==> config.mk <==
export PLATFORM = sky130hd
export DESIGN_NAME = dram_cmd_decoder
export DESIGN_NICKNAME = d
export VERILOG_FILES = /design/src/rtl/dram_cmd_pkg.sv /design/src/rtl/dram_rst_sync.sv /design/src/rtl/dram_pin_pattern.sv /design/src/rtl/dram_burst_track.sv /design/src/rtl/dram_selfref_track.sv /design/src/rtl/dram_cmd_decoder.sv
export SDC_FILE = /design/constraint.sdc
export NUM_CORES = 1
export LEC_CHECK = 0
export ABC_AREA = 0
export BUFFER_PORTS_ARGS = -buffer_cell sky130_fd_sc_hd__buf_2
export CAP_MARGIN = 20
export CORE_UTILIZATION = 49
export DETAILED_ROUTE_END_ITERATION = 10
export GPL_TIMING_DRIVEN = 0
export PLACE_DENSITY = 0.76
export SLEW_MARGIN = 40
export SYNTH_ARGS = -nofsm -noshare
export SYNTH_HDL_FRONTEND = slang
export SYNTH_SLANG_ARGS = --single-unit
export TNS_END_PERCENT = 20
==> constraint.sdc <==
create_clock -name clk -period 1.65 [get_ports clk]
set_clock_uncertainty 0.2 [all_clocks]
set_input_delay 0.2475 -clock clk [delete_from_list [all_inputs] [get_ports clk]]
set_output_delay 0.2475 -clock clk [all_outputs]
set_load 0.03 [all_outputs]
==> src/rtl/dram_cmd_pkg.sv <==
package dram_cmd_pkg;
  localparam int NCMD = 12;

  // Bit positions in the one-hot command word
  localparam int B_DESEL  = 0;
  localparam int B_NOP    = 1;
  localparam int B_ACT    = 2;
  localparam int B_READ   = 3;
  localparam int B_WRITE  = 4;
  localparam int B_PRE    = 5;
  localparam int B_MRS    = 6;
  localparam int B_AREF   = 7;
  localparam int B_SRE    = 8;
  localparam int B_SRX    = 9;
  localparam int B_BST    = 10;
  localparam int B_SRHOLD = 11;

  typedef enum logic [2:0] {
    PAT_MRS = 3'b000,
    PAT_REF = 3'b001,
    PAT_PRE = 3'b010,
    PAT_ACT = 3'b011,
    PAT_WR  = 3'b100,
    PAT_RD  = 3'b101,
    PAT_BST = 3'b110,
    PAT_NOP = 3'b111
  } pin_pat_e;
endpackage

==> src/rtl/dram_rst_sync.sv <==
module dram_rst_sync (
  input  logic clk,
  input  logic rst_n,
  output logic rst_n_sync
);
  logic [1:0] sync_q;

  always_ff @(posedge clk or negedge rst_n) begin
    if (!rst_n) sync_q <= 2'b00;
    else        sync_q <= {sync_q[0], 1'b1};
  end

  assign rst_n_sync = sync_q[1];
endmodule

==> src/rtl/dram_pin_pattern.sv <==
module dram_pin_pattern
  import dram_cmd_pkg::*;
(
  input  logic     ras_n,
  input  logic     cas_n,
  input  logic     we_n,
  output pin_pat_e pat,
  output logic     nop_like
);
  always_comb begin
    pat      = pin_pat_e'({ras_n, cas_n, we_n});
    nop_like = ras_n & cas_n;
  end
endmodule

==> src/rtl/dram_burst_track.sv <==
module dram_burst_track #(
  parameter int BL_W = 4
) (
  input  logic            clk,
  input  logic            rst_n,
  input  logic            load,
  input  logic            stop,
  input  logic            flush,
  input  logic [BL_W-1:0] burst_len,
  output logic            active
);
  localparam int CNT_W = (BL_W > 1) ? BL_W - 1 : 1;

  logic [CNT_W-1:0] cnt_q, cnt_d, half_len;

  always_comb begin
    half_len = CNT_W'(burst_len >> 1);
    if (half_len == '0) half_len = CNT_W'(1);
  end

  always_comb begin
    cnt_d = cnt_q;
    if (flush)              cnt_d = '0;
    else if (load)          cnt_d = half_len;
    else if (stop)          cnt_d = '0;
    else if (cnt_q != '0)   cnt_d = cnt_q - CNT_W'(1);
  end

  always_ff @(posedge clk or negedge rst_n) begin
    if (!rst_n) cnt_q <= '0;
    else        cnt_q <= cnt_d;
  end

  assign active = (cnt_q != '0);
endmodule

==> src/rtl/dram_selfref_track.sv <==
module dram_selfref_track (
  input  logic clk,
  input  logic rst_n,
  input  logic enter,
  input  logic leave,
  output logic in_sr
);
  logic sr_q, sr_d;

  always_comb begin
    sr_d = sr_q;
    if (enter)      sr_d = 1'b1;
    else if (leave) sr_d = 1'b0;
  end

  always_ff @(posedge clk or negedge rst_n) begin
    if (!rst_n) sr_q <= 1'b0;
    else        sr_q <= sr_d;
  end

  assign in_sr = sr_q;
endmodule

==> src/rtl/dram_cmd_decoder.sv <==
module dram_cmd_decoder
  import dram_cmd_pkg::*;
#(
  parameter int BL_W = 4
) (
  input  logic            clk,
  input  logic            rst_n,
  input  logic            cs_n,
  input  logic            ras_n,
  input  logic            cas_n,
  input  logic            we_n,
  input  logic            cke,
  input  logic [BL_W-1:0] burst_len,
  input  logic            rd_start,
  output logic [NCMD-1:0] cmd_onehot,
  output logic            illegal_cmd,
  output logic            in_self_refresh,
  output logic            burst_active
);
  localparam int SEL_W = $clog2(NCMD);

  logic            rst_n_sync;
  pin_pat_e        pat;
  logic            nop_like;
  logic [SEL_W-1:0] sel_d;
  logic            ill_d;
  logic            sr_enter, sr_leave;
  logic            b_load, b_stop;
  logic [NCMD-1:0] onehot_d;
  logic [NCMD-1:0] cmd_q;
  logic            ill_q;

  dram_rst_sync u_rst (
    .clk        (clk),
    .rst_n      (rst_n),
    .rst_n_sync (rst_n_sync)
  );

  dram_pin_pattern u_pat (
    .ras_n    (ras_n),
    .cas_n    (cas_n),
    .we_n     (we_n),
    .pat      (pat),
    .nop_like (nop_like)
  );

  dram_selfref_track u_sr (
    .clk   (clk),
    .rst_n (rst_n_sync),
    .enter (sr_enter),
    .leave (sr_leave),
    .in_sr (in_self_refresh)
  );

  dram_burst_track #(.BL_W(BL_W)) u_burst (
    .clk       (clk),
    .rst_n     (rst_n_sync),
    .load      (b_load),
    .stop      (b_stop),
    .flush     (sr_enter),
    .burst_len (burst_len),
    .active    (burst_active)
  );

  // Next-state decode: pins + current mode state -> command index
  always_comb begin
    sel_d    = SEL_W'(B_DESEL);
    ill_d    = 1'b0;
    sr_enter = 1'b0;
    sr_leave = 1'b0;
    b_load   = 1'b0;
    b_stop   = 1'b0;
    if (in_self_refresh) begin
      if (!cke) begin
        sel_d = SEL_W'(B_SRHOLD);
      end else if (cs_n || nop_like) begin
        sel_d    = SEL_W'(B_SRX);
        sr_leave = 1'b1;
      end else begin
        sel_d = SEL_W'(B_SRHOLD);
        ill_d = 1'b1;
      end
    end else begin
      b_load = rd_start;
      if (cs_n) begin
        sel_d = SEL_W'(B_DESEL);
      end else begin
        unique case (pat)
          PAT_NOP: sel_d = SEL_W'(B_NOP);
          PAT_ACT: sel_d = SEL_W'(B_ACT);
          PAT_RD: begin
            sel_d  = SEL_W'(B_READ);
            b_load = 1'b1;
          end
          PAT_WR:  sel_d = SEL_W'(B_WRITE);
          PAT_PRE: sel_d = SEL_W'(B_PRE);
          PAT_MRS: sel_d = SEL_W'(B_MRS);
          PAT_REF: begin
            if (cke) begin
              sel_d = SEL_W'(B_AREF);
            end else begin
              sel_d    = SEL_W'(B_SRE);
              sr_enter = 1'b1;
            end
          end
          PAT_BST: begin
            if (burst_active) begin
              sel_d  = SEL_W'(B_BST);
              b_stop = 1'b1;
            end else begin
              sel_d = SEL_W'(B_NOP);
              ill_d = 1'b1;
            end
          end
          default: sel_d = SEL_W'(B_NOP);
        endcase
      end
    end
  end

  generate
    for (genvar gi = 0; gi < NCMD; gi++) begin : g_onehot
      assign onehot_d[gi] = (sel_d == SEL_W'(gi));
    end
  endgenerate

  always_ff @(posedge clk or negedge rst_n_sync) begin
    if (!rst_n_sync) begin
      cmd_q <= NCMD'(1) << B_DESEL;
      ill_q <= 1'b0;
    end else begin
      cmd_q <= onehot_d;
      ill_q <= ill_d;
    end
  end

  assign cmd_onehot  = cmd_q;
  assign illegal_cmd = ill_q;
endmodule

==> impl.org <==
** Drt
- The count of nets left with antenna violations once routing finished came out at 0.
- Average routed wire per standard cell :: 13.5 um
- Using the TritonRoute via totals, the vias-per-cell ratio works out to between 5 and 6.
- Total wire length :: 1940 um
- Via Count :: 777
- Count of TritonRoute iterations in the first routing pass :: 4
- Post-route DRC :: 0
- In this run, the number of DRC markers left after iteration 0 of detailed routing was 18.

** Finish
- The library cell used most frequently in the layout, excluding fill and tap cells, is buf_2.
- Measured on the finished design, the core utilization comes to 0.697.
- Area growth from synthesis to layout :: 34.1%
- In the layout the commonest cells are 23 x buf_2, 18 x dfrtp_1, 7 x nor3_1, 6 x a21oi_1, 6 x nor2_1.
- Area occupied by registers :: 477 um2
- In the final design database the tool counted 134 nets.
- The finished layout holds 144 standard cells, fillers aside.
- The number of antenna diodes in the final layout is 0.
- In the final layout, the share of cells above drive strength 1 is 0.403.
- In the final layout, the multi-input gates occupy 422 um2.
- Filler cells :: 135

** Synthesis
- By area, the combinational part of the netlist is dominated by simple AND/OR/NAND/NOR gates.
- Gate Count Post-Synth :: 85
- Yosys printed 0 warnings.
- Adder-cell area share of the yosys netlist :: 0.0282
- Sorting the synthesized cells by area gives the leading types as dfrtp_1 51%, a21oi_1 3.9%, nor3_1 3.9%.
- Unique cell type count in the Yosys netlist :: 33
- Simple-Gate Fraction of Synth Area :: 0.185
- The post-synthesis compound-gate area fraction came to 0.161.
- Summed over all instances, the cell type with the most area after synthesis is dfrtp_1.
- Xor/xnor share of the synthesized area :: 0
- Synthesized flop and latch total :: 19
- Multiplexer share of the synthesized area :: 0.0338
- After synthesis, the mean cell area works out to 10.5 um2.
- Sequential share of the synthesized area :: 0.537
- Synthesis produced a netlist with a net count of 99.
- The share of synthesized area in the top cell type comes to 0.507.
- The synthesized netlist occupies a cell area of 888 um2.

** STA
- Setup violators final :: 12
- Fin worst setup slack :: -212 ps
- The worst pin sits at a relative slew slack of 0.556.
- The final hold violation count is 0.
- The number of slew-limit violations in the final report came to 0.
- Fraction of the cycle the final worst path needs :: 1.13
- Maximum frequency from static timing analysis :: 0.537 GHz
- Unrepaired setup endpoints after global routing :: true
- The smallest clock period supported by the final layout is computed as approximately 1900 ps.
- Slew at the pin closest to its max-slew limit :: 666 ps
- Final Hold Slack :: 29.4 ps

** Pwr
- Power per cell area :: 1190 nW/um2
- The design draws around 1.4 mW.
- Reported leakage power :: 0.599 nW
- Maximum VDD drop :: about 0.6 mV

** Flow run
- The tool flagged a number of max-cap violations equal to 0.

** GRT
- The number of antenna violations at the first check in global routing was 0.
- The first global-routing pass estimated slightly below 3000 um of wire.
- For this run the aggregate overflow at the end of global routing stands at 0.
- Maximum number of pins on one net before global-route repair :: 18
- The via count of the first global-routing pass was between 600 and 700.
- Total track usage :: 0.205

** Clock network
- Cts bufs inserted :: 3
- Maximum root-to-sink buffer count :: 2
- CTS built an H-tree with a depth of 1.
- For the worst-skew pair, the clock arrives at the later sink with an insertion delay of 290 ps.
- Clk slew on worst S/H paths :: 110 ps
- TritonCTS clock tree :: done
- Root Buffer :: clkbuf_4
- Clock Sinks :: 19

** Critical path
- Cell with the biggest individual delay on the critical path :: dfrtp_1
- Buf+Inv Stages, Crit Path :: 4
- STA puts the critical path data arrival time at ~1400 ps.
- Path type of the worst setup path :: reg2out
- Among the stages of the critical path, the cell type that occurs most often is ha_4.
- Of all nets on the critical path, the largest fanout is 4.
- Critical Path RT :: 1200 ps
- Traced cell by cell, the critical path runs through inv_2, ha_4, ha_4, inv_6, buf_4, buf_6.
- STA classifies the critical path startpoint as a flop.
- Kind of cell adding the most delay to the critical path :: flip-flops
- Largest stage delay on the critical path :: 410 ps
- Critical Path Sink Type :: output port

** Die
- Measured along the x axis, the die boundary spans 44.6 um.
- For this configuration, the core starts out at a cell density of 0.520.
- Core Region :: 1710 um2
- During I/O placement, the number of pins put on the boundary was 27.
- After floorplanning, the core was divided into 15 placement rows.
- The die covers 1990 um2.
- Die Span Y :: 44.6 um

** Placed design
- The number of placed instances, taps included, is 133.
- Count of input and output buffers :: 23
- After legalization and detailed placement, the total HPWL measured around 1300 um.
- Worst-case setup slack after placement :: -245 ps
- The congestion estimate from routability-driven global placement came to 0.804.

** Run status
- The flow ran to the end, but the final reports show violations.
- Violations in the final reports :: negative setup slack

** Hold path
- HP Class :: in2reg
## power breakdown
group / leakage [nW] / switching (mW) / internal [mW]
Clock: 0.0139 / 0.147 / 0.0920
Sequential: 0.247 / 0.0294 / 0.531
Combinational: 0.338 / 0.343 / 0.280
## layout make-up
cell class | instances | share of cell area
inverter | 7 | 0.0263
buffer | 3 | 0.0179
clock buffer | 3 | 0.0189
timing repair buffer | 30 | 0.150
sequential | 19 | 0.400
clock inverter | 1 | 0.00630
tap | 25 | 0.0263
multi-input combinational | 56 | 0.354
## per-layer routing
metal,up-vias,global-route usage,routed length (um)
met5,-,0,0
met4,0,0.0727,14
met3,2,0.0286,104
met2,28,0.309,934
met1,375,0.302,888
li1,372,-,-
## state kept, by name (all words and copies together) (netlist names)
signal	cells
cmd_onehot	12
u_burst.cnt_q	3
u_rst.sync_q	2
illegal_cmd	1
u_sr.in_sr	1
## cell usage after synthesis, drive strengths merged
library cell,number
o21bai,1
nor4,3
a31oi,1
nor4b,1
and3,1
ha,2
nor3,7
dfrtp,18
conb,1
and4bb,1
o21ai,2
buf,2
nand2b,1
o22ai,1
nor4bb,1
nor2,6
nor3b,1
a21o,2
nand2,3
mux2i,3
dfstp,1
o211a,1
o211ai,1
clkbuf,1
inv,7
a21oi,7
and2,2
a211oi,2
o32ai,2
a211o,1
nor2b,2
## per-stage QoR
stage	TNS, ps	cell area (um2)
after floorplan	-636	925
after global placement	-1730	1070
after detailed placement	-2000	1070
after CTS	-1540	1170
after global routing	-2710	1190
final	-1900	1190
## what timing repair did
action                                  in CTS  in global routing
cloned                                       0                  0
hold buffers                                 2                  0
hold endpoints to repair                     3                  0
endpoints found under the setup margin      12                 12
resized for setup                            7                  2
pin swaps                                    5                  1
buffers inserted                             3                  2
## kinds of logic after synthesis
logic type / Yosys count
other: 1
AO/OA/AOI/OAI: 21
multiplexers: 3
buffers and inverters: 10
AND/OR/NAND/NOR: 29
flip-flops: 19
adder cells (fa/ha/maj): 2
## worst paths after layout
path / from / end / slack (ps) / cells after the start
worst max-delay path: u_burst.cnt_q[0] / burst_active / -210 / 6
max in group asynchronous: u_rst.sync_q[1] / cmd_onehot[10] / 750 / 0
min in group asynchronous: rst_n / u_rst.sync_q[1] / 80 / 2
worst min-delay path: cke / cmd_onehot[11] / 30 / 2
worst min register to register: u_rst.sync_q[1] / cmd_onehot[3] / 80 / 0
worst max register to register: u_burst.cnt_q[0] / cmd_onehot[1] / -200 / 7
(Power assumes the default switching activity.)
